<file path="config.mk">
export PLATFORM = sky130hd
export DESIGN_NAME = decade_down_ctr
export DESIGN_NICKNAME = d
export VERILOG_FILES = /design/src/rtl/decdn_pkg.sv /design/src/rtl/decdn_tstage.sv /design/src/rtl/decdn_toggle_eqn.sv /design/src/rtl/decade_down_ctr.sv
export SDC_FILE = /design/constraint.sdc
export NUM_CORES = 1
export LEC_CHECK = 0
export ABC_AREA = 1
export ABC_CLOCK_PERIOD_IN_PS = 2700
export BUFFER_PORTS_ARGS = -buffer_cell sky130_fd_sc_hd__buf_2
export CAP_MARGIN = 40
export CORE_AREA = 2 2 39 41
export DETAILED_ROUTE_END_ITERATION = 12
export DIE_AREA = 0 0 41 43
export PLACE_DENSITY = 0.36
export SLEW_MARGIN = 20
export SYNTH_ARGS = -nofsm -noshare
export SYNTH_HDL_FRONTEND = slang
export SYNTH_HIERARCHICAL = 1
export SYNTH_SLANG_ARGS = --single-unit
</file>
<file path="constraint.sdc">
create_clock -name clk -period 2.7 [get_ports clk]
set_input_delay 0.81 -clock clk [delete_from_list [all_inputs] [get_ports clk]]
set_output_delay 0.81 -clock clk [all_outputs]
set_load 0.02 [all_outputs]
</file>
<file path="src/rtl/decdn_pkg.sv">
package decdn_pkg;

    localparam int unsigned CNT_W = 4;

    // Stage positions whose stored bit is the complement of the count bit.
    localparam logic [CNT_W-1:0] INV_MASK = 4'b1001;

    // Value seen at the output when every stage is cleared.
    localparam logic [CNT_W-1:0] TOP_VAL = INV_MASK;

    typedef logic [CNT_W-1:0] cnt_t;

    typedef struct packed {
        logic b3;
        logic b2;
        logic b1;
        logic b0;
    } stage_vec_t;

    function automatic cnt_t stored_to_count(input cnt_t stored);
        return stored ^ INV_MASK;
    endfunction

endpackage

</file>
<file path="src/rtl/decdn_tstage.sv">
module decdn_tstage (
    input  logic clk,
    input  logic rst,
    input  logic tgl,
    output logic q
);

    always_ff @(posedge clk) begin
        if (rst) begin
            q <= 1'b0;
        end else if (tgl) begin
            q <= ~q;
        end
    end

endmodule

</file>
<file path="src/rtl/decdn_toggle_eqn.sv">
module decdn_toggle_eqn
    import decdn_pkg::*;
(
    input  cnt_t stored,
    output cnt_t tgl
);

    stage_vec_t s;
    stage_vec_t t;

    always_comb begin
        s = stage_vec_t'(stored);
        // Bit 0 changes on every step of the sequence.
        t.b0 = 1'b1;
        // Bit 3 changes on the steps 8->7 and 0->9.
        t.b3 = s.b0 & ~s.b1 & ~s.b2;
        // Bit 2 changes on the steps 8->7 and 4->3.
        t.b2 = s.b0 & ~s.b1 & (~s.b3 | s.b2);
        // Bit 1 changes wherever bit 2 does, plus on 6->5 and 2->1.
        t.b1 = t.b2 | (s.b0 & s.b1);
        tgl  = cnt_t'(t);
    end

endmodule

</file>
<file path="src/rtl/decade_down_ctr.sv">
module decade_down_ctr
    import decdn_pkg::*;
(
    input  logic             clk,
    input  logic             rst,
    output logic [CNT_W-1:0] count,
    output logic             tc
);

    cnt_t stored;
    cnt_t tgl;

    decdn_toggle_eqn u_eqn (
        .stored (stored),
        .tgl    (tgl)
    );

    for (genvar g = 0; g < CNT_W; g++) begin : g_stage
        decdn_tstage u_stage (
            .clk (clk),
            .rst (rst),
            .tgl (tgl[g]),
            .q   (stored[g])
        );
    end

    always_comb begin
        count = stored_to_count(stored);
        tc    = (count == '0);
    end

endmodule

</file>
==> flow_summary.yaml <==
placed_design:
  portBuffers: 6
  dp_hpwl_um: 346
  gp_congestion: 0.625
  dp_cells: 63
  pre_cts_ws_ns: 1.14
layout:
  num_antenna_cells: 0
  stdcell_count: 66
  largest_register_ffs: 4
  syn_to_final_growth_pct: 20.6
  reg_top3: "g_stage.u_stage/q (4)"
  regMostFlops: "g_stage.u_stage/q"
  multi_input_area_um2: 98.8
  nFillCells: 166
  layout_commonest_cell: "nand2_1"
  drive_above_1_share_pct: 18.0
  final_cell_mix: "14 x nand2_1, 11 x inv_1, 10 x nor2_1, 6 x buf_2, 4 x dfxtp_1"
  ff_latch_area_um2: 80.1
  nNetsFinal: 54
global_routing:
  grt_overflow: 0
  grt_max_degree: 8
  grt_use_total_pct: 7.44
  antenna_found_initial: 0
  grt_pass1_vias: 187
  grt_pass1_wl_um: 745
synth:
  synth_compound_area_share_pct: 0
  synth.mux.area_fraction_pct: 0
  yosys.area_share.simple_pct: 39.2
  synth_area_per_cell_um2: 5.52
  ys_types: 7
  ys_seq_area_share_pct: 33.0
  postSynthCellCount: 44
  synth_xor_area_share_pct: 0
  synth_top_family_by_area: "simple AND/OR/NAND/NOR gates"
  synth_nets: 46
  synth_area_um2: 243
  synth_warnings: 6
  ys_ff_latch: 4
  synthAdderAreaFrac_pct: 0
sta:
  hold_ws_ns: 0.535
  rsz0062_at_grt: "no"
  fin_crit_sh_pct: 66.1
  layout_setup_ws_ns: 0.915
  skew_ns: 0.000801
  period_needed_ns: 1.79
  fmax_mhz: 560
  hold_violations: 0
  setup_viol: 0
  slew_viol_final: 0
  tns_ns: 0
floorplanning:
  core.rowCount: 14
  core_mm2: 0.00138
  fp.dieH_um: 43
  ios: 7
  die-area_mm2: 0.00176
  initial_core_util_pct: 17.5
  die_x_um: 41
setup_path:
  path_cells: "nand2_1 -> nor2_1 -> buf_2"
  startpoint_type: "register"
  reg2reg_slack_ns: 1.70
  crit_fanout: 6
  criticalPathCategory: "reg2out"
  worstPathRequired_ns: 1.89
  ff2ff_path_depth: 7
  critPathSlowestCell: "dfxtp_1"
  max_stage_delay_ns: 0.42
  crit_family: "flip-flops"
  crit_arrival_ns: 0.98
  critPathCaptureType: "primary output"
  r2r_end: "g_stage[1].u_stage/q"
  worstReg2RegStart: "g_stage[0].u_stage/q"
  worst-path-buf-inv: 1
clock_network:
  numCtsBuffers: 3
  clock_sinks: 4
  clock_latency_ns: 0.23
  cts_setup_buffers: 0
  cts_tree: "built"
  cts_buffer_depth: 2
  cts_hold_buf: 0
  clk_pin_slew_worst_paths_ns: 0.04
  h-tree-depth: 1
  ctsResizeCount: 0
  cts_root_buffer: "clkbuf_4"
pwr:
  leakagePower_nw: 0.173
  ir_worst_vdd_mv: 0.121
  power_density_mw_per_mm2: 639
  p_total_uw: 187
routing:
  wl_met3_um: 28
  top_layer: "met3"
  via_per_inst: 3.27
  wl_um: 424
  via_count: 216
  antenna_left: 0
  wire_per_inst_um: 6.42
  dr.first_iter.drc_count: 4
  wirelength_met1_um: 205
  drtPass1Iterations: 2
  post-route-drc-count: 0
  wl_met2_um: 190
hold_path:
  hold_depth: 2
  hp-class: "reg2reg"
  hold_end: "g_stage[3].u_stage/q"
  hp-start: "g_stage[3].u_stage/q"
job:
  drv_cap: 0
run_status:
  status: "complete, no violations"
==> Yosys cell counts <==
cell     number  area, um2
nand2_1      14       52.6
inv_1        11       41.3
nor2_1       10       37.5
dfxtp_1       4       80.1
buf_4         3       22.5
conb_1        1       3.75
nor3_1        1       5.00
==> area by class of cell <==
cell class                 count  share of cell area [%]
clock buffer                   3                    7.69
sequential                     4                    27.4
multi-input combinational     26                    33.8
inverter                      11                    14.1
tap                           16                    6.84
timing repair buffer           6                    10.3
==> how the worst max path moves through the flow <==
| stage | startpoint | endpoint | slack, ns | cells after the start |
|---|---|---|---|---|
| 5_1_grt | g_stage[0].u_stage/q | tc | 0.82 | 3 |
| 2_1_floorplan | g_stage[0].u_stage/q | tc | 1.16 | 2 |
| 4_1_cts | g_stage[0].u_stage/q | tc | 0.88 | 3 |
| 3_3_place_gp | g_stage[0].u_stage/q | tc | 1.14 | 3 |
| 3_5_place_dp | g_stage[0].u_stage/q | tc | 1.14 | 3 |
| 6_report | g_stage[0].u_stage/q | tc | 0.91 | 3 |
==> metrics by stage <==
step	utilization, %	cell area, um2
after CTS	21.2	293
after global placement	19.5	270
after detailed placement	19.5	270
final	21.2	293
after floorplan	-	243
after global routing	21.2	293
==> routing by layer <==
| metal | vias to the layer above | track usage (%) |
|---|---|---|
| li1 | 130 | - |
| met1 | 81 | 8.41 |
| met2 | 5 | 7.50 |
| met3 | 0 | 3.14 |
| met4 | 0 | 12.0 |
| met5 | - | 0 |
==> kinds of logic after synthesis <==
group,count (synthesis)
AND/OR/NAND/NOR,25
buffers and inverters,14
flip-flops,4
other,1
==> worst min-delay path, stage by stage, from the launching register on <==
cell and delay (ns):
dfxtp_1 0.33, nor2_1 0.11, nor2_1 0.05
==> power breakdown <==
| group | switching [mW] | internal, mW | total (mW) |
|---|---|---|---|
| registers | 0.00915 | 0.0662 | 0.0754 |
| clock network | 0.0221 | 0.0496 | 0.0717 |
| logic | 0.0253 | 0.0148 | 0.0401 |
(Power assumes the default switching activity.)
